[src/rtl/raster_pkg.sv]
package raster_pkg;

    localparam int SLOT_BITS = 8;
    localparam int LINE_BITS = 9;

    // horizontal landmarks
    localparam int WIDE_LINE_STEP   = 165;
    localparam int NARROW_LINE_STEP = 132;
    localparam int WIDE_SKIP_FROM   = 182;
    localparam int WIDE_SKIP_TO     = 229;
    localparam int NARROW_SKIP_FROM = 147;
    localparam int NARROW_SKIP_TO   = 233;

    // vertical landmarks
    localparam int BLANK_START_60 = 224;
    localparam int BLANK_START_50 = 240;
    localparam int JUMP_FROM_60   = 'h0EA;
    localparam int JUMP_TO_60     = 'h1E5;
    localparam int JUMP_FROM_50   = 'h10A;
    localparam int JUMP_TO_50     = 'h1D2;
    localparam int FRAME_OFFSET   = 8;

    typedef enum logic [1:0] {
        HS_LEAD  = 2'd0,
        HS_TRAIL = 2'd1,
        HS_WRAP  = 2'd2
    } hphase_t;

    typedef enum logic [1:0] {
        VR_ACTIVE = 2'd0,
        VR_BLANK  = 2'd1,
        VR_TOP    = 2'd2
    } vregion_t;

endpackage

[src/rtl/raster_hcount.sv]
module raster_hcount #(
    parameter int SLOT_W = raster_pkg::SLOT_BITS
) (
    input  logic              clk,
    input  logic              rst_n,
    input  logic              tick,
    input  logic              wide_sel,
    output logic [SLOT_W-1:0] slot_o,
    output logic              line_step_o
);
    import raster_pkg::*;

    localparam logic [SLOT_W-1:0] SLOT_ONE = SLOT_W'(1);
    localparam logic [SLOT_W-1:0] SLOT_MAX = {SLOT_W{1'b1}};
    localparam logic [SLOT_W-1:0] W_STEP   = SLOT_W'(WIDE_LINE_STEP);
    localparam logic [SLOT_W-1:0] N_STEP   = SLOT_W'(NARROW_LINE_STEP);
    localparam logic [SLOT_W-1:0] W_FROM   = SLOT_W'(WIDE_SKIP_FROM);
    localparam logic [SLOT_W-1:0] W_TO     = SLOT_W'(WIDE_SKIP_TO);
    localparam logic [SLOT_W-1:0] N_FROM   = SLOT_W'(NARROW_SKIP_FROM);
    localparam logic [SLOT_W-1:0] N_TO     = SLOT_W'(NARROW_SKIP_TO);

    hphase_t           phase_q, phase_d;
    logic [SLOT_W-1:0] slot_q, slot_d;
    logic              wide_q;
    logic [SLOT_W-1:0] step_at, skip_from, skip_to;
    logic              wrap_now;

    assign step_at   = wide_q ? W_STEP : N_STEP;
    assign skip_from = wide_q ? W_FROM : N_FROM;
    assign skip_to   = wide_q ? W_TO   : N_TO;
    assign wrap_now  = tick && (phase_q == HS_WRAP) && (slot_q == SLOT_MAX);

    // next state and outputs
    always_comb begin
        phase_d     = phase_q;
        slot_d      = slot_q;
        line_step_o = 1'b0;
        if (tick) begin
            slot_d = slot_q + SLOT_ONE;
            unique case (phase_q)
                HS_LEAD: begin
                    if (slot_d == step_at) begin
                        line_step_o = 1'b1;
                        phase_d     = HS_TRAIL;
                    end
                end
                HS_TRAIL: begin
                    if (slot_q == skip_from) begin
                        slot_d  = skip_to;
                        phase_d = HS_WRAP;
                    end
                end
                HS_WRAP: begin
                    if (slot_q == SLOT_MAX) phase_d = HS_LEAD;
                end
                default: phase_d = HS_LEAD;
            endcase
        end
    end

    // state register
    always_ff @(posedge clk or negedge rst_n) begin
        if (!rst_n) begin
            phase_q <= HS_LEAD;
            slot_q  <= '0;
            wide_q  <= 1'b0;
        end else begin
            phase_q <= phase_d;
            slot_q  <= slot_d;
            if (wrap_now) wide_q <= wide_sel;
        end
    end

    assign slot_o = slot_q;

    assert_hold_R2: assert property (@(posedge clk) disable iff (!rst_n)
        !tick |=> $stable(slot_o));
    assert_wrap_R2: assert property (@(posedge clk) disable iff (!rst_n)
        (tick && slot_o == SLOT_MAX) |=> (slot_o == '0));
    assert_wide_skip_R3: assert property (@(posedge clk) disable iff (!rst_n)
        (tick && wide_q && slot_o == W_FROM) |=> (slot_o == W_TO));
    assert_narrow_skip_R3: assert property (@(posedge clk) disable iff (!rst_n)
        (tick && !wide_q && slot_o == N_FROM) |=> (slot_o == N_TO));
    assert_width_latch_R5: assert property (@(posedge clk) disable iff (!rst_n)
        (slot_o != '0) |-> $stable(wide_q));

endmodule

[src/rtl/raster_vcount.sv]
module raster_vcount #(
    parameter int LINE_W = raster_pkg::LINE_BITS
) (
    input  logic              clk,
    input  logic              rst_n,
    input  logic              step,
    input  logic              std50_sel,
    output logic [LINE_W-1:0] line_o,
    output logic              line_adv_o,
    output logic              frame_inc_o,
    output logic              active_o
);
    import raster_pkg::*;

    localparam logic [LINE_W-1:0] LINE_ONE = LINE_W'(1);
    localparam logic [LINE_W-1:0] LINE_MAX = {LINE_W{1'b1}};
    localparam logic [LINE_W-1:0] B60  = LINE_W'(BLANK_START_60);
    localparam logic [LINE_W-1:0] B50  = LINE_W'(BLANK_START_50);
    localparam logic [LINE_W-1:0] JF60 = LINE_W'(JUMP_FROM_60);
    localparam logic [LINE_W-1:0] JT60 = LINE_W'(JUMP_TO_60);
    localparam logic [LINE_W-1:0] JF50 = LINE_W'(JUMP_FROM_50);
    localparam logic [LINE_W-1:0] JT50 = LINE_W'(JUMP_TO_50);
    localparam logic [LINE_W-1:0] FOFS = LINE_W'(FRAME_OFFSET);

    vregion_t          reg_q, reg_d;
    logic [LINE_W-1:0] line_q, line_d;
    logic              std_q, adv_q, frame_q;
    logic [LINE_W-1:0] blank_at, jump_from, jump_to, frame_at;

    assign blank_at  = std_q ? B50  : B60;
    assign jump_from = std_q ? JF50 : JF60;
    assign jump_to   = std_q ? JT50 : JT60;
    assign frame_at  = blank_at + FOFS;

    // next state
    always_comb begin
        reg_d  = reg_q;
        line_d = line_q;
        if (step) begin
            line_d = line_q + LINE_ONE;
            unique case (reg_q)
                VR_ACTIVE: begin
                    if (line_d == blank_at) reg_d = VR_BLANK;
                end
                VR_BLANK: begin
                    if (line_q == jump_from) begin
                        line_d = jump_to;
                        reg_d  = VR_TOP;
                    end
                end
                VR_TOP: begin
                    if (line_q == LINE_MAX) reg_d = VR_ACTIVE;
                end
                default: reg_d = VR_ACTIVE;
            endcase
        end
    end

    // state register
    always_ff @(posedge clk or negedge rst_n) begin
        if (!rst_n) begin
            reg_q   <= VR_ACTIVE;
            line_q  <= '0;
            std_q   <= 1'b0;
            adv_q   <= 1'b0;
            frame_q <= 1'b0;
        end else begin
            reg_q   <= reg_d;
            line_q  <= line_d;
            adv_q   <= step;
            frame_q <= step && (reg_q == VR_BLANK) && (line_d == frame_at);
            if (step && reg_q == VR_TOP && line_q == LINE_MAX) std_q <= std50_sel;
        end
    end

    // outputs
    always_comb begin
        line_o      = line_q;
        line_adv_o  = adv_q;
        frame_inc_o = frame_q;
        active_o    = (reg_q == VR_ACTIVE) || (line_q == LINE_MAX);
    end

    assert_line_moves_R4: assert property (@(posedge clk) disable iff (!rst_n)
        step |=> (line_o != $past(line_o)));
    assert_gap60_R6: assert property (@(posedge clk) disable iff (!rst_n)
        !std_q |-> !(line_o > JF60 && line_o < JT60));
    assert_gap50_R7: assert property (@(posedge clk) disable iff (!rst_n)
        std_q |-> !(line_o > JF50 && line_o < JT50));
    assert_std_latch_R8: assert property (@(posedge clk) disable iff (!rst_n)
        (line_o != '0) |-> $stable(std_q));
    assert_frame_line_R9: assert property (@(posedge clk) disable iff (!rst_n)
        frame_inc_o |-> (line_o == frame_at && line_adv_o));
    assert_blank_inactive_R10: assert property (@(posedge clk) disable iff (!rst_n)
        (line_o == blank_at) |-> !active_o);

endmodule

[src/rtl/raster_sweep_counter.sv]
module raster_sweep_counter #(
    parameter int SLOT_W = raster_pkg::SLOT_BITS,
    parameter int LINE_W = raster_pkg::LINE_BITS
) (
    input  logic              clk,
    input  logic              rst_n,
    input  logic              slot_tick,
    input  logic              wide_sel,
    input  logic              std50_sel,
    output logic [SLOT_W-1:0] h_slot,
    output logic [LINE_W-1:0] v_line,
    output logic              line_adv,
    output logic              frame_inc,
    output logic              line_active
);
    import raster_pkg::*;

    localparam logic [SLOT_W-1:0] W_STEP = SLOT_W'(WIDE_LINE_STEP);
    localparam logic [SLOT_W-1:0] N_STEP = SLOT_W'(NARROW_LINE_STEP);

    logic line_step;

    raster_hcount #(.SLOT_W(SLOT_W)) u_hcount (
        .clk         (clk),
        .rst_n       (rst_n),
        .tick        (slot_tick),
        .wide_sel    (wide_sel),
        .slot_o      (h_slot),
        .line_step_o (line_step)
    );

    raster_vcount #(.LINE_W(LINE_W)) u_vcount (
        .clk         (clk),
        .rst_n       (rst_n),
        .step        (line_step),
        .std50_sel   (std50_sel),
        .line_o      (v_line),
        .line_adv_o  (line_adv),
        .frame_inc_o (frame_inc),
        .active_o    (line_active)
    );

    assert_adv_slot_R4: assert property (@(posedge clk) disable iff (!rst_n)
        line_adv |-> (h_slot == W_STEP || h_slot == N_STEP));
    assert_adv_once_R4: assert property (@(posedge clk) disable iff (!rst_n)
        line_adv |=> !line_adv);

endmodule

[config.mk]
export PLATFORM = sky130hd
export DESIGN_NAME = raster_sweep_counter
export DESIGN_NICKNAME = d
export VERILOG_FILES = /design/src/rtl/raster_pkg.sv /design/src/rtl/raster_hcount.sv /design/src/rtl/raster_vcount.sv /design/src/rtl/raster_sweep_counter.sv
export SDC_FILE = /design/constraint.sdc
export NUM_CORES = 1
export LEC_CHECK = 0
export BUFFER_PORTS_ARGS = -buffer_cell sky130_fd_sc_hd__clkbuf_2
export CORE_MARGIN = 10
export CORE_UTILIZATION = 51
export CTS_CLUSTER_DIAMETER = 200
export CTS_CLUSTER_SIZE = 28
export DETAILED_ROUTE_END_ITERATION = 10
export GPL_ROUTABILITY_DRIVEN = 0
export PLACE_DENSITY = 0.72
export SLEW_MARGIN = 25
export SYNTH_ARGS = -nofsm -noshare
export SYNTH_HDL_FRONTEND = slang
export SYNTH_SLANG_ARGS = --single-unit
[constraint.sdc]
create_clock -name clk -period 4.7 [get_ports clk]
set_input_delay 0.235 -clock clk [delete_from_list [all_inputs] [get_ports clk]]
set_output_delay 0.235 -clock clk [all_outputs]
set_load 0.01 [all_outputs]
; ---- Word-level counts from Yosys, hierarchy flattened
; Cells that the tools add are included.
[word_totals]
ff_bits = 25
wordCells = 61
out_inout_bits = 20
[op_classes]
muxes = 22
n_reduce_logical = 11
n_addsub = 3
eq_ne = 17
[op_table]
columns = cell, count
row1 = $mux W9, 4
row2 = $eq A9 B9 Y1, 3
row3 = $mux W6, 3
row4 = $eq A8 B8 Y1, 2
row5 = $mux W8, 2
row6 = $mux W2, 6
row7 = $pmux W2 S3, 2
row8 = $ne A2 B1 Y1 const B, 5
row9 = $add A9 B1 Y9 const B, 1
row10 = $add A9 B4 Y9 const B, 1
row11 = $eq A9 B9 Y1 const B, 1
row12 = $add A8 B1 Y8 const B, 1
row13 = $eq A8 B8 Y1 const B, 1
row14 = $reduce_and A4 Y1, 2
row15 = $logic_and A1 B1 Y1, 6
row16 = $mux W5, 1
row17 = $eq A2 B1 Y1 const B, 2
row18 = $eq A2 B2 Y1 const B, 2
row19 = $logic_not A2 Y1, 2
row20 = $mux W4, 1
row21 = $mux W1, 3
row22 = $ne A2 B2 Y1 const B, 1
row23 = $logic_or A1 B1 Y1, 1

; ---- Depth between registers and ports, before layout
[logic_depth]
ltp_word = 8
ltp_mapped = 9
ltp_nobuf = 9

; ---- Hierarchy
; Synthesis repeated with hierarchy kept, for this count alone.
[hier_totals]
cells_unflattened = 190
area_unflattened_um2 = 1689.1
[modules_own_cells]
columns = mod, seq_area_each_um2, area_per_inst_um2, n_inst, cells_per_inst
row1 = raster_vcount, 350.3, 939.7, 1, 107
row2 = raster_hcount, 275.3, 749.5, 1, 83

; ---- Worst setup path before layout
; OpenSTA, ideal clock, no wires.
[synth_path]
path_type = register -> register
startpoint = register u_vcount.line_q[0] (netlist: u_vcount.line_o[0])
endpoint = register u_vcount.reg_q[0]
setup_ps = 104
required_time_ps = 4596
path_buffers = 0
period_less_slack_ps = 2249
path_slack_ps = 2451
arrival_time_ps = 2145
path_stages_with_launch = 10
cell_sequence = dfrtp_1 > ha_1 > nand4_1 > nor2_1 > ha_1 > nor2b_1 > mux2i_1 > nor4b_1 > o22ai_1 > a221oi_1
[synth_between]
elab_chain_cells = 4
elab_cells_between_ends = 8
classes_between = 1 x add/sub / 6 x eq/ne / 1 x reduce/logical
[synth_rtl]
columns = item, line
row1 = "start, declared", raster_vcount.sv:26  ; logic [LINE_W-1:0] line_q, line_d;
row2 = "start signal, assigned", raster_vcount.sv:69  ; line_q <= line_d;
row3 = $add A9 B1 Y9, raster_vcount.sv:40  ; line_d = line_q + LINE_ONE;
row4 = $eq A9 B9 Y1, raster_vcount.sv:43  ; if (line_d == blank_at) reg_d = VR_BLANK;
row5 = $ne A2 B1 Y1 (no source line), --
row6 = $reduce_and A4 Y1 (no source line) *, --
row7 = "end signal, assigned", raster_vcount.sv:68  ; reg_q <= reg_d;
row8 = "end, declared", raster_vcount.sv:25  ; vregion_t reg_q, reg_d;
; Every way passes the cells marked *; elsewhere a longest branch is shown, timed or not.
; A chain may end at the register's enable or synchronous reset.

; ---- Worst setup path after layout
[layout_path]
startpoint = register u_hcount.slot_q[0] (netlist: u_hcount.slot_o[0])
endpoint = register u_vcount.std_q
[layout_between]
elab_chain_cells = 7
[layout_rtl]
columns = item, line
row1 = "start, declared", raster_hcount.sv:23  ; logic [SLOT_W-1:0] slot_q, slot_d;
row2 = "start signal, assigned", raster_hcount.sv:69  ; slot_q <= slot_d;
row3 = $add A8 B1 Y8, raster_hcount.sv:39  ; slot_d = slot_q + SLOT_ONE;
row4 = $eq A8 B8 Y1, raster_hcount.sv:42  ; if (slot_d == step_at) begin
row5 = $mux W1, raster_hcount.sv:42
row6 = $mux W1, raster_hcount.sv:40  ; unique case (phase_q)
row7 = $mux W1, raster_hcount.sv:38  ; if (tick) begin
row8 = $logic_and A1 B1 Y1 (2 in series), raster_vcount.sv:72  ; if (step && reg_q == VR_TOP && line_q == LINE_MAX) std_q <= std50_sel;
row9 = "end signal, assigned", raster_vcount.sv:72
row10 = "end, declared", raster_vcount.sv:27  ; logic std_q, adv_q, frame_q;
; Every way passes these cells.

==> flow_summary.yaml <==
clock_network:
  ctsResizeCount: 0
  cts_tree: "built"
  clkSlewWorstSetupHoldPaths_ps: 130
  cts_buffers: 3
  numClockSinks: 25
  cts-root-buf: "clkbuf_4"
  clk_path_buf_depth: 2
  clk_latency_ps: 310
  htreeDepth: 1
detailed_routing:
  vias: 1573
  postRouteAntennaNets: 0
  wl_per_cell_microns: 15.1
  drc: 0
  totalWireLength_microns: 4070
  viasPerCell: 5.83
  firstDrtPassIters: 4
  drt_iter0_drc: 173
sta:
  setup_viol: 0
  post-route-period-util_pct: 57.1
  period_needed_ps: 2680
  hold-worst-slack_ps: 124
  worst_pin_slew_ps: 625
  hold_violations: 0
  rsz0062_at_grt: "no"
  fin_worst_skew_ps: 1.83
  max_freq_mhz: 372
  postLayoutSetupSlackWorst_ps: 2020
  slew_violations: 0
  slew_headroom_pct: 58.3
  tns_ps: 0
die:
  core_area_sq_um: 3390
  num_io_pins: 25
  start_util_pct: 53.5
  die-area_sq_um: 6340
  placementRows: 21
  die_h_microns: 79.6
  die_w_microns: 79.6
critical_path:
  critPathArrivalTime_ps: 2900
  reg2reg_slack_ps: 2020
  slowest_delay_ps: 570
  path_cells: "ha_1 > nand3_1 > o21ai_1 > nor4b_1 > a21boi_2 > nand4b_1 > mux2_1"
  startpoint: "u_hcount.slot_o[0]"
  r2r_end: "u_vcount.std_q"
  reg2reg_from: "u_hcount.slot_o[0]"
  ff2ff_path_depth: 7
  cp_slowest_cell: "dfrtp_1"
  critPathLaunchType: "flop"
  crit_family: "compound AO/OA/AOI/OAI gates"
  path_buf_inv: 0
  worstPathMaxFanout: 14
  critPathCaptureType: "flop"
  worst-endpoint-required_ps: 4910
  worstSetupPathType: "flop to flop"
worst_hold_path:
  min-delay-start: "wide_sel"
  whs_path_depth: 2
  hold_end: "u_hcount.wide_q"
  hp-class: "input pin to flop"
cells_and_area:
  seqCellArea_sq_um: 626
  mostFrequentLayoutCells: "dfrtp_1 (25), clkbuf_2 (24), nand2_1 (23)"
  num_antenna_cells: 0
  multi_input_area_sq_um: 1090
  drive_gt1_share_pct: 17.0
  final_nets: 235
  final_common_cell: "dfrtp_1"
  instances_no_fill: 270
  nFillCells: 333
  area_delta_synth_final_pct: 7.94
  final_area_sq_um: 1960
run:
  drv_cap: 0
pwr:
  powerDensity_nw_per_um2: 307
  p_seq_share_pct: 52.3
  clock_power_share_pct: 15.8
  p_int_mw: 0.365
  pwr-share-comb_pct: 31.9
  swShare_pct: 39.2
  p_leak_nw: 0.833
  p_sw_mw: 0.236
  peakVddDrop_uv: 201
global_route:
  grt_usage_pct: 13.5
  antenna_found_initial: 0
  grt_overflow: 0
  first_global_vias: 1464
  grt_max_degree: 26
  grt_pass1_wl_microns: 7040
yosys:
  synth_top_family_by_area: "simple AND/OR/NAND/NOR gates"
  synthFlopType: "dfrtp_1"
  ys_ff_latch: 25
  synth_compound_gate_area_share_pct: 22.8
  synthMuxAreaShare_pct: 3.52
  synth_area_leaders: "dfrtp_1 (35%), nand2_1 (4.8%), ha_1 (3.5%)"
  netlist_area_sq_um: 1810
  ys_warn_count: 0
  synthCells: 208
  avgSynthCellArea_sq_um: 8.72
  yosysTopAreaCell: "dfrtp_1"
  synth_edf_count: 0
  synthAdderAreaFrac_pct: 3.45
  synthSimpleGateAreaFrac_pct: 26.0
  syn_nets: 218
  synth_cell_types: 57
  async_flop_share_pct: 100
  synth_top_area_share_pct: 34.5
  synth_xor_area_share_pct: 4.35
  ys_seq_area_share_pct: 34.5
placement:
  port-buffer-count: 24
  dpl_cell_area_sq_um: 1920
  dp_hpwl_microns: 3020
  post-place-cells: 265
  place_worst_setup_slack_ps: 2050
outcome:
  status: "finished, final reports clean"
[registers in the layout, summed over array words and instances (netlist names)]
signal                count
u_vcount.reg_q            2
u_hcount.wide_q           1
u_vcount.line_o           9
u_vcount.std_q            1
u_vcount.frame_inc_o      1
u_hcount.phase_q          2
u_vcount.line_adv_o       1
u_hcount.slot_o           8
[per-layer routing]
layer	share of wire (%)	vias up	track usage, %
li1	-	799	-
met1	51	732	19.0
met2	41	40	19.5
met3	6.9	2	4.50
met4	0.57	0	2.15
met5	0	-	0
[power by group through the flow]
stage	Combinational (mW)	Sequential, mW	Clock [mW]
after floorplan	0.149	0.300	0
after global placement	0.190	0.316	0
after detailed placement	0.192	0.318	0
after CTS	0.194	0.313	0.100
after global routing	0.216	0.322	0.109
final	0.192	0.314	0.0951
[synth_stat cells, types with 2 or more instances]
library cell and number:
a21bo_2 3, o211ai_1 2, o22ai_1 2, nand2_1 23, mux2i_1 3, nand2b_1 4, a21oi_1 12, dfrtp_1 25
nor2_1 11, or2_2 2, o22a_1 3, o21ai_0 6, or3_1 2, nor3_1 3, ha_1 5, a211oi_1 2
a31oi_1 3, nand4b_1 3, nor2b_1 5, xnor2_1 7, a22oi_1 2, nor4b_1 2, nand4_1 6, o21ai_1 8
xor2_1 2, buf_2 3, nor3b_1 3, inv_1 7, nand3_1 9, and2_1 3, buf_6 2, o2bb2ai_1 3
clkbuf_1 7, mux2_1 2
[kinds of logic (layout without fill, tap and decap cells)]
family,Yosys count,count (layout)
compound gates,58,58
buf+inv,20,36
xor+xnor,9,9
mux,6,6
flops,25,25
fa+ha+maj,5,5
simple gates,85,85
[how the worst max path moves through the flow]
stage / end / slack [ps] / cells past startpoint
floorplan: u_vcount.reg_q[0] / 2450 / 9
global placement: u_vcount.std_q / 2130 / 7
detailed placement: u_vcount.std_q / 2050 / 7
CTS: u_vcount.std_q / 2030 / 7
global route: u_vcount.std_q / 1800 / 7
finish: u_vcount.std_q / 2020 / 7
[final cells by class]
class	count	share of cell area, %
Clock buffer	3	1.15
Clock inverter	1	0.256
Inverter	7	1.34
Multi-Input combinational cell	163	55.7
Sequential cell	25	32.0
Tap cell	46	2.94
Timing Repair Buffer	25	6.65
[stage by stage]
stage               utilization (%)  power, mW
global route                   57.7      0.648
floorplan                         -      0.449
CTS                            57.7      0.607
finish                         57.7      0.601
global placement               56.6      0.506
detailed placement             56.6      0.510
[what timing repair did]
item / in CTS / in global routing
endpoints found under the hold margin: 25 / 0
buffers inserted: 0 / 0
hold buffers: 1 / 0
Note: power is estimated with default switching activity, not from simulation.
